===== src/rtl/flash_seq_pkg.sv =====
package flash_seq_pkg;

  localparam int FL_AW = 17;
  localparam int FL_DW = 8;

  localparam logic [2:0] OPC_PROG      = 3'd0;
  localparam logic [2:0] OPC_ERASE     = 3'd1;
  localparam logic [2:0] OPC_RST_FULL  = 3'd2;
  localparam logic [2:0] OPC_RST_SHORT = 3'd3;
  localparam logic [2:0] OPC_ID_MFR    = 3'd4;
  localparam logic [2:0] OPC_ID_DEV    = 3'd5;

  localparam logic [FL_AW-1:0] KEY_ADDR_A = 17'h05555;
  localparam logic [FL_AW-1:0] KEY_ADDR_B = 17'h02AAA;
  localparam logic [FL_DW-1:0] KEY_DATA_A = 8'hAA;
  localparam logic [FL_DW-1:0] KEY_DATA_B = 8'h55;
  localparam logic [FL_DW-1:0] CODE_BACK_TO_READ = 8'hF0;

  typedef struct packed {
    logic [FL_AW-1:0] addr;
    logic [FL_DW-1:0] data;
  } wr_cycle_t;

  typedef enum logic [1:0] {PV_KEEP, PV_PASS, PV_RETRY, PV_FAIL} poll_verdict_e;

  // number of write cycles in the command phase of an opcode
  function automatic logic [2:0] cmd_len(input logic [2:0] opc);
    case (opc)
      OPC_PROG:      return 3'd4;
      OPC_ERASE:     return 3'd6;
      OPC_RST_FULL:  return 3'd3;
      OPC_RST_SHORT: return 3'd1;
      OPC_ID_MFR,
      OPC_ID_DEV:    return 3'd3;
      default:       return 3'd0;
    endcase
  endfunction

  function automatic logic [FL_AW-1:0] sector_base(input logic [FL_AW-1:0] a);
    return {a[FL_AW-1:14], 14'd0};
  endfunction

  // third-cycle code that names the command
  function automatic logic [FL_DW-1:0] cmd_code(input logic [2:0] opc);
    case (opc)
      OPC_PROG:     return 8'hA0;
      OPC_ERASE:    return 8'h80;
      OPC_RST_FULL: return CODE_BACK_TO_READ;
      default:      return 8'h90;
    endcase
  endfunction

  function automatic wr_cycle_t cmd_cycle(input logic [2:0] opc, input logic [2:0] idx,
                                          input logic [FL_AW-1:0] a, input logic [FL_DW-1:0] d);
    wr_cycle_t c;
    if (opc == OPC_RST_SHORT) begin
      c = '{addr: a, data: CODE_BACK_TO_READ};
    end else begin
      case (idx)
        3'd0:    c = '{addr: KEY_ADDR_A, data: KEY_DATA_A};
        3'd1:    c = '{addr: KEY_ADDR_B, data: KEY_DATA_B};
        3'd2:    c = '{addr: KEY_ADDR_A, data: cmd_code(opc)};
        3'd3:    c = (opc == OPC_PROG) ? '{addr: a, data: d}
                                       : '{addr: KEY_ADDR_A, data: KEY_DATA_A};
        3'd4:    c = '{addr: KEY_ADDR_B, data: KEY_DATA_B};
        default: c = '{addr: sector_base(a), data: 8'h30};
      endcase
    end
    return c;
  endfunction

  function automatic logic needs_poll(input logic [2:0] opc);
    return (opc == OPC_PROG) || (opc == OPC_ERASE);
  endfunction

  function automatic logic is_id(input logic [2:0] opc);
    return (opc == OPC_ID_MFR) || (opc == OPC_ID_DEV);
  endfunction

  function automatic logic poll_target(input logic [2:0] opc, input logic [FL_DW-1:0] d);
    return (opc == OPC_PROG) ? d[7] : 1'b1;
  endfunction

  function automatic logic [FL_DW-1:0] id_value(input logic [2:0] opc);
    return (opc == OPC_ID_DEV) ? 8'h20 : 8'h01;
  endfunction

  function automatic logic [FL_AW-1:0] id_addr(input logic [2:0] opc);
    return (opc == OPC_ID_DEV) ? 17'h00001 : 17'h00000;
  endfunction

  // decision on one status byte
  function automatic poll_verdict_e judge(input logic [FL_DW-1:0] st, input logic tgt,
                                          input logic second, input logic last);
    if (st[7] == tgt)  return PV_PASS;
    if (second)        return PV_FAIL;
    if (st[5])         return PV_RETRY;
    if (last)          return PV_FAIL;
    return PV_KEEP;
  endfunction

endpackage


===== src/rtl/flash_bus_port.sv =====
module flash_bus_port
  import flash_seq_pkg::*;
(
  input  logic             clk,
  input  logic             rst_n,
  input  logic             cyc_start,
  input  logic             cyc_we,
  input  logic [FL_AW-1:0] cyc_addr,
  input  logic [FL_DW-1:0] cyc_wdata,
  output logic             cyc_done,
  output logic [FL_DW-1:0] cyc_rdata,
  output logic             bus_req,
  output logic             bus_we,
  output logic [FL_AW-1:0] bus_addr,
  output logic [FL_DW-1:0] bus_wdata,
  input  logic             bus_ack,
  input  logic [FL_DW-1:0] bus_rdata
);

  logic             busy;
  logic             we_q;
  logic [FL_AW-1:0] addr_q;
  logic [FL_DW-1:0] wdata_q;

  always_ff @(posedge clk) begin
    if (!rst_n) begin
      busy    <= 1'b0;
      we_q    <= 1'b0;
      addr_q  <= '0;
      wdata_q <= '0;
    end else if (cyc_start && !busy) begin
      busy    <= 1'b1;
      we_q    <= cyc_we;
      addr_q  <= cyc_addr;
      wdata_q <= cyc_we ? cyc_wdata : '0;
    end else if (busy && bus_ack) begin
      busy <= 1'b0;
    end
  end

  assign cyc_done  = busy && bus_ack;
  assign cyc_rdata = bus_rdata;
  assign bus_req   = busy;
  assign bus_we    = we_q;
  assign bus_addr  = addr_q;
  assign bus_wdata = wdata_q;

  // fields held while waiting for the acknowledge
  a_r11_hold_fields: assert property (@(posedge clk) disable iff (!rst_n)
    (bus_req && !bus_ack) |=> (bus_req && $stable(bus_addr) && $stable(bus_we) && $stable(bus_wdata)));

  // request drops for a cycle after each acknowledge
  a_r11_gap_after_ack: assert property (@(posedge clk) disable iff (!rst_n)
    cyc_done |=> !bus_req);

  // the sequencer never launches over an outstanding cycle
  a_r11_single_outstanding: assert property (@(posedge clk) disable iff (!rst_n)
    cyc_start |-> !busy);

endmodule


===== src/rtl/flash_poll_judge.sv =====
module flash_poll_judge
  import flash_seq_pkg::*;
#(
  parameter int MAX_POLLS = 16
) (
  input  logic             clk,
  input  logic             rst_n,
  input  logic             clear,
  input  logic             sample,
  input  logic [FL_DW-1:0] status,
  input  logic             target,
  output poll_verdict_e    verdict
);

  localparam int CNT_W = $clog2(MAX_POLLS + 1);
  localparam logic [CNT_W-1:0] LAST_IDX = CNT_W'(MAX_POLLS - 1);

  logic [CNT_W-1:0] poll_cnt;
  logic             second_read;
  logic             budget_last;

  assign budget_last = (poll_cnt == LAST_IDX);
  assign verdict     = judge(status, target, second_read, budget_last);

  always_ff @(posedge clk) begin
    if (!rst_n || clear) begin
      poll_cnt    <= '0;
      second_read <= 1'b0;
    end else if (sample) begin
      if (verdict == PV_RETRY) second_read <= 1'b1;
      if (verdict == PV_KEEP)  poll_cnt    <= poll_cnt + 1'b1;
    end
  end

  // the plain-poll counter stays inside its budget
  a_r10_budget_bound: assert property (@(posedge clk) disable iff (!rst_n)
    poll_cnt < CNT_W'(MAX_POLLS));

  // a retry is granted once; the read after it always decides
  a_r8_one_retry: assert property (@(posedge clk) disable iff (!rst_n)
    (sample && verdict == PV_RETRY && !clear) |=> (second_read && (!sample || verdict != PV_RETRY)));

endmodule


===== src/rtl/flash_seq_ctrl.sv =====
module flash_seq_ctrl
  import flash_seq_pkg::*;
(
  input  logic             clk,
  input  logic             rst_n,
  input  logic             op_valid,
  input  logic [2:0]       op_code,
  input  logic [FL_AW-1:0] op_addr,
  input  logic [FL_DW-1:0] op_data,
  output logic             op_ready,
  output logic             op_done,
  output logic             op_pass,
  output logic [FL_DW-1:0] op_result,
  output logic             cyc_start,
  output logic             cyc_we,
  output logic [FL_AW-1:0] cyc_addr,
  output logic [FL_DW-1:0] cyc_wdata,
  input  logic             cyc_done,
  input  logic [FL_DW-1:0] cyc_rdata,
  output logic             poll_clear,
  output logic             poll_sample,
  output logic             poll_target_bit,
  input  poll_verdict_e    poll_verdict
);

  typedef enum logic [2:0] {S_IDLE, S_WR, S_IDRD, S_POLL, S_RECOV, S_FIN} seq_state_e;

  seq_state_e       st;
  logic             pend;
  logic [2:0]       idx;
  logic [2:0]       op_q;
  logic [FL_AW-1:0] addr_q;
  logic [FL_DW-1:0] data_q;
  logic [FL_DW-1:0] res_q;
  logic             pass_q;

  wr_cycle_t step_now;
  logic      wr_last;
  logic      bad_opcode;

  assign step_now   = cmd_cycle(op_q, idx, addr_q, data_q);
  assign wr_last    = (idx == cmd_len(op_q) - 3'd1);
  assign bad_opcode = (cmd_len(op_code) == 3'd0);

  assign op_ready        = (st == S_IDLE);
  assign op_done         = (st == S_FIN);
  assign op_pass         = pass_q;
  assign op_result       = res_q;
  assign poll_clear      = (st == S_IDLE);
  assign poll_sample     = (st == S_POLL) && cyc_done;
  assign poll_target_bit = poll_target(op_q, data_q);

  always_comb begin
    cyc_start = 1'b0;
    cyc_we    = 1'b0;
    cyc_addr  = addr_q;
    cyc_wdata = '0;
    case (st)
      S_WR: begin
        cyc_start = !pend;
        cyc_we    = 1'b1;
        cyc_addr  = step_now.addr;
        cyc_wdata = step_now.data;
      end
      S_IDRD: begin
        cyc_start = !pend;
        cyc_addr  = id_addr(op_q);
      end
      S_POLL: cyc_start = !pend;
      S_RECOV: begin
        cyc_start = !pend;
        cyc_we    = 1'b1;
        cyc_wdata = CODE_BACK_TO_READ;
      end
      default: ;
    endcase
  end

  always_ff @(posedge clk) begin
    if (!rst_n) begin
      st     <= S_IDLE;
      pend   <= 1'b0;
      idx    <= '0;
      op_q   <= '0;
      addr_q <= '0;
      data_q <= '0;
      res_q  <= '0;
      pass_q <= 1'b0;
    end else begin
      if (cyc_start)      pend <= 1'b1;
      else if (cyc_done)  pend <= 1'b0;
      case (st)
        S_IDLE: if (op_valid) begin
          op_q   <= op_code;
          addr_q <= op_addr;
          data_q <= op_data;
          idx    <= '0;
          if (bad_opcode) begin
            res_q  <= '0;
            pass_q <= 1'b0;
            st     <= S_FIN;
          end else begin
            st <= S_WR;
          end
        end
        S_WR: if (cyc_done) begin
          if (wr_last) begin
            idx <= '0;
            if (needs_poll(op_q))  st <= S_POLL;
            else if (is_id(op_q))  st <= S_IDRD;
            else begin
              res_q  <= '0;
              pass_q <= 1'b1;
              st     <= S_FIN;
            end
          end else begin
            idx <= idx + 3'd1;
          end
        end
        S_IDRD: if (cyc_done) begin
          res_q  <= cyc_rdata;
          pass_q <= (cyc_rdata == id_value(op_q));
          st     <= S_RECOV;
        end
        S_POLL: if (cyc_done) begin
          res_q <= cyc_rdata;
          case (poll_verdict)
            PV_PASS: begin pass_q <= 1'b1; st <= S_FIN;   end
            PV_FAIL: begin pass_q <= 1'b0; st <= S_RECOV; end
            default: ;
          endcase
        end
        S_RECOV: if (cyc_done) st <= S_FIN;
        S_FIN:   st <= S_IDLE;
        default: st <= S_IDLE;
      endcase
    end
  end

  // end pulse lasts one cycle and returns to idle
  a_r1_done_pulse: assert property (@(posedge clk) disable iff (!rst_n)
    op_done |=> (!op_done && op_ready));

  // an unknown opcode finishes on the next cycle as a failure
  a_r12_bad_opcode: assert property (@(posedge clk) disable iff (!rst_n)
    (op_ready && op_valid && op_code[2:1] == 2'b11) |=> (op_done && !op_pass && op_result == 8'h00));

  // the command phase never writes with address bit 16 set except to the caller's address
  a_r2_key_low_half: assert property (@(posedge clk) disable iff (!rst_n)
    (cyc_start && cyc_we && st == S_WR && idx < 3'd3 && op_q != OPC_RST_SHORT) |-> !cyc_addr[FL_AW-1]);

endmodule


===== src/rtl/flash_cmd_seq.sv =====
module flash_cmd_seq
  import flash_seq_pkg::*;
#(
  parameter int MAX_POLLS = 16
) (
  input  logic        clk,
  input  logic        rst_n,
  input  logic        op_valid,
  input  logic [2:0]  op_code,
  input  logic [16:0] op_addr,
  input  logic [7:0]  op_data,
  output logic        op_ready,
  output logic        op_done,
  output logic        op_pass,
  output logic [7:0]  op_result,
  output logic        bus_req,
  output logic        bus_we,
  output logic [16:0] bus_addr,
  output logic [7:0]  bus_wdata,
  input  logic        bus_ack,
  input  logic [7:0]  bus_rdata
);

  logic             cyc_start, cyc_we, cyc_done;
  logic [FL_AW-1:0] cyc_addr;
  logic [FL_DW-1:0] cyc_wdata, cyc_rdata;
  logic             poll_clear, poll_sample, poll_target_bit;
  poll_verdict_e    poll_verdict;

  flash_seq_ctrl u_ctrl (
    .clk, .rst_n,
    .op_valid, .op_code, .op_addr, .op_data,
    .op_ready, .op_done, .op_pass, .op_result,
    .cyc_start, .cyc_we, .cyc_addr, .cyc_wdata, .cyc_done, .cyc_rdata,
    .poll_clear, .poll_sample, .poll_target_bit, .poll_verdict
  );

  flash_poll_judge #(.MAX_POLLS(MAX_POLLS)) u_judge (
    .clk, .rst_n,
    .clear  (poll_clear),
    .sample (poll_sample),
    .status (cyc_rdata),
    .target (poll_target_bit),
    .verdict(poll_verdict)
  );

  flash_bus_port u_port (
    .clk, .rst_n,
    .cyc_start, .cyc_we, .cyc_addr, .cyc_wdata, .cyc_done, .cyc_rdata,
    .bus_req, .bus_we, .bus_addr, .bus_wdata, .bus_ack, .bus_rdata
  );

  // no bus activity while the sequencer is idle
  a_r11_idle_quiet: assert property (@(posedge clk) disable iff (!rst_n)
    op_ready |-> !bus_req);

  // quiet outputs in the first cycle after reset
  a_r13_after_reset: assert property (@(posedge clk)
    !rst_n |=> (op_ready && !op_done && !bus_req));

endmodule


===== config.mk =====
export PLATFORM = sky130hd
export DESIGN_NAME = flash_cmd_seq
export DESIGN_NICKNAME = d
export VERILOG_FILES = /design/src/rtl/flash_seq_pkg.sv /design/src/rtl/flash_bus_port.sv /design/src/rtl/flash_poll_judge.sv /design/src/rtl/flash_seq_ctrl.sv /design/src/rtl/flash_cmd_seq.sv
export SDC_FILE = /design/constraint.sdc
export NUM_CORES = 1
export LEC_CHECK = 0
export BUFFER_PORTS_ARGS = -buffer_cell sky130_fd_sc_hd__buf_2
export CAP_MARGIN = 20
export CORE_ASPECT_RATIO = 0.75
export CORE_MARGIN = 2
export CORE_UTILIZATION = 55
export CTS_CLUSTER_DIAMETER = 150
export DETAILED_ROUTE_END_ITERATION = 8
export PLACE_DENSITY = 0.78
export SYNTH_ARGS = -nofsm -noshare
export SYNTH_HDL_FRONTEND = slang
export SYNTH_SLANG_ARGS = --single-unit

===== constraint.sdc =====
create_clock -name clk -period 4.85 [get_ports clk]
set_clock_uncertainty 0.2 [all_clocks]
set_input_delay 0.97 -clock clk [delete_from_list [all_inputs] [get_ports clk]]
set_output_delay 0.97 -clock clk [all_outputs]
set_load 0.005 [all_outputs]

==> results.json <==
{
  "outcome": "finished, final reports clean",
  "final_cell_area_um2": 4260,
  "cts_resized": 0,
  "async_reset_ff_share_pct": 0,
  "io_buffers": 77,
  "h-tree-depth": 3,
  "final_cell_count_no_fill": 611,
  "grt_pass1_vias": 3183,
  "post-dp-hpwl_um": 6380,
  "maxSlewHeadroom_pct": 31.4,
  "routed_via_density": 5.80,
  "ant_nets": 0,
  "cp_max_fo": 26,
  "crit_arrival_ns": 1.74,
  "cts.path.max_buffers": 2,
  "dieArea_um2": 7350,
  "finalSetupViolCount": 0,
  "clkLatencyLatePin_ns": 0.37,
  "cts_tree": "yes",
  "cts_root_buf": "clkbuf_8",
  "synth_cells": 469,
  "die_y_um": 74.8,
  "p_leak_nw": 1.73,
  "core_area_um2": 6380,
  "syn_avg_cell_area_um2": 7.83,
  "fin_tns_setup_ns": 0,
  "r2r_start": "u_ctrl.st[1]$_SDFFE_PN0P_",
  "vias": 3542,
  "ir_worst_vdd_mv": 0.264,
  "drt_first_iter_violations": 302,
  "finalCriticalPeriod_ns": 2.91,
  "start_util_pct": 57.5,
  "r2r-end": "u_port.bus_addr[11]$_SDFFE_PN0P_",
  "drcViolationCount": 0,
  "syn-cell-area_um2": 3670,
  "fmax_mhz": 344,
  "dpl_cell_area_um2": 4030,
  "hold_depth": 2,
  "antenna_found_initial": 0,
  "postCtsSetupBuffers": 0,
  "grt_use_total_pct": 25.6,
  "startpoint_type": "flop",
  "grt-ovfl-total": 0,
  "yosys_warnings": 0,
  "worst_slack_ns": 1.94,
  "pin_count": 78,
  "route.detailed.wl_per_inst_um": 15.0,
  "die_x_um": 98.3,
  "routed_wl_um": 9160,
  "grt_setup_unrepaired": "false",
  "dp_cells": 595,
  "clk_pin_slew_ns": 0.08,
  "reg2reg_depth": 4,
  "ys_ff_latch": 77,
  "whs_ns": 0.252,
  "synth-seq-area-share_pct": 42.0,
  "end_kind": "primary output",
  "area_delta_synth_final_pct": 15.9,
  "r2r_slack_ns": 1.98,
  "first_pass_iters": 5,
  "slew_viol_final": 0,
  "grt_pass1_wl_um": 15000,
  "place_ws_ns": 1.93,
  "finalHoldViolations": 0,
  "cts_made_buffers": 9,
  "power_mw": 2.45,
  "post-route-period-util_pct": 60.0,
  "path_class": "flop to primary output",
  "nNetsFinal": 573,
  "dominantRegCellSynth": "dfxtp_1",
  "startpoint": "u_ctrl.st[1]$_SDFFE_PN0P_",
  "antenna_cells": 0,
  "gp_congestion": 0.885,
  "worstMarginPinSlew_ns": 1.03,
  "worstHoldPathType": "flop to flop",
  "grt_max_degree": 56,
  "synth.distinct_cells": 54,
  "hp-start": "u_ctrl.op_result[0]$_SDFFE_PN0P_",
  "syn_nets": 517,
  "required_ns": 3.68,
  "final_util_pct": 66.7,
  "hold-path-endpoint": "u_ctrl.op_result[0]$_SDFFE_PN0P_",
  "holdBufCountCts": 0,
  "cap_violations": 0,
  "drive_gt1_share_pct": 20.4,
  "power_density_nw_per_um2": 576,
  "num_rows": 25,
  "clkSinkCount": 77,
  "synth-edff-count": 0
}
==> per-layer routing <==
metal / up-vias / wire length, µm / GRT usage, %
met5: - / 0 / 0
met4: 0 / 135 / 9.74
met3: 17 / 644 / 7.06
met2: 119 / 4050 / 40.1
met1: 1665 / 4330 / 34.4
li1: 1741 / - / -
==> Yosys cell counts (4+ instances only) <==
cell        n  area (µm²)
a21oi_1    76         380
a22oi_1     4        30.0
a31oi_1     4        25.0
buf_2       5        25.0
clkbuf_1   26        97.6
dfxtp_1    77        1540
ha_1        8         100
inv_1      12        45.0
nand2_1   100         375
nand2b_1    6        37.5
nand3_1     7        35.0
nand3b_1    6        45.0
nand4_1    10        62.6
nor2_1     24        90.1
nor2b_1     5        31.3
nor3_1      6        30.0
o21ai_0    30         150
or3_1       4        25.0
xnor2_1     6        52.6
==> critical path, stage by stage, from the launching register on <==
cell and delay, ns:
dfxtp_1 0.81, or3_1 0.32, inv_1 0.10, buf_2 0.14
==> cell type report <==
type / instances / area, µm²
clock buffers: 9 / 124
flip-flops and latches: 77 / 1540
clock inverters: 7 / 97.6
multi-input cells: 346 / 1950
well taps: 81 / 101
repair buffers: 78 / 393
inverters: 13 / 48.8
fillers: 541 / 2130
==> flip-flops by register name, indices dropped and copies added, names as in the netlist <==
register / count
u_ctrl.idx: 3
u_ctrl.pend: 1
u_port.bus_we: 1
u_ctrl.addr_q: 17
u_port.bus_wdata: 8
u_ctrl.op_q: 3
u_judge.poll_cnt: 5
u_ctrl.st: 3
u_judge.second_read: 1
u_ctrl.data_q: 8
u_ctrl.op_pass: 1
u_port.bus_req: 1
u_ctrl.op_result: 8
u_port.bus_addr: 17
==> worst max path at each step <==
stage | to | slack (ns)
global route | u_port.bus_addr[5]$_SDFFE_PN0P_ | 1.70
floorplan | u_ctrl.op_pass$_SDFFE_PN0P_ | 2.21
global placement | u_ctrl.op_pass$_SDFFE_PN0P_ | 1.97
CTS | op_done | 1.95
finish | op_ready | 1.94
detailed placement | u_ctrl.op_pass$_SDFFE_PN0P_ | 1.93
==> layout by cell type (no fill, tap or decap), types with 3 or more instances in the layout <==
cell type  instances
a211oi_1           3
a21oi_1           76
a22oi_1            4
a31o_2             3
a31oi_1            4
and2_1             3
buf_2             77
clkbuf_8           9
dfxtp_1           77
ha_1               8
inv_1             12
mux2i_1            3
nand2_1          100
nand2b_1           6
nand3_1            7
nand3b_1           6
nand4_1           10
nor2_1            24
nor2b_1            5
nor3_1             6
nor3b_1            3
nor4_1             3
o21ai_0           30
or3_1              4
xnor2_1            6
xor2_1             3
==> power breakdown <==
group	internal, mW	total [mW]	switching, mW	leakage, nW
combinational	0.356	0.996	0.641	0.992
clock	0.292	0.544	0.252	0.106
sequential	0.766	0.912	0.146	0.628
total	1.41	2.45	1.04	1.73
==> cells by family after synthesis <==
| group | Yosys count | share of synthesized area (%) |
|---|---|---|
| fa+ha+maj | 8 | 2.73 |
| xor+xnor | 10 | 2.76 |
| simple gates | 185 | 23.6 |
| buf+inv | 46 | 5.08 |
| flops | 77 | 42.0 |
| mux | 4 | 1.12 |
| compound gates | 139 | 22.7 |
(Power assumes the default switching activity.)
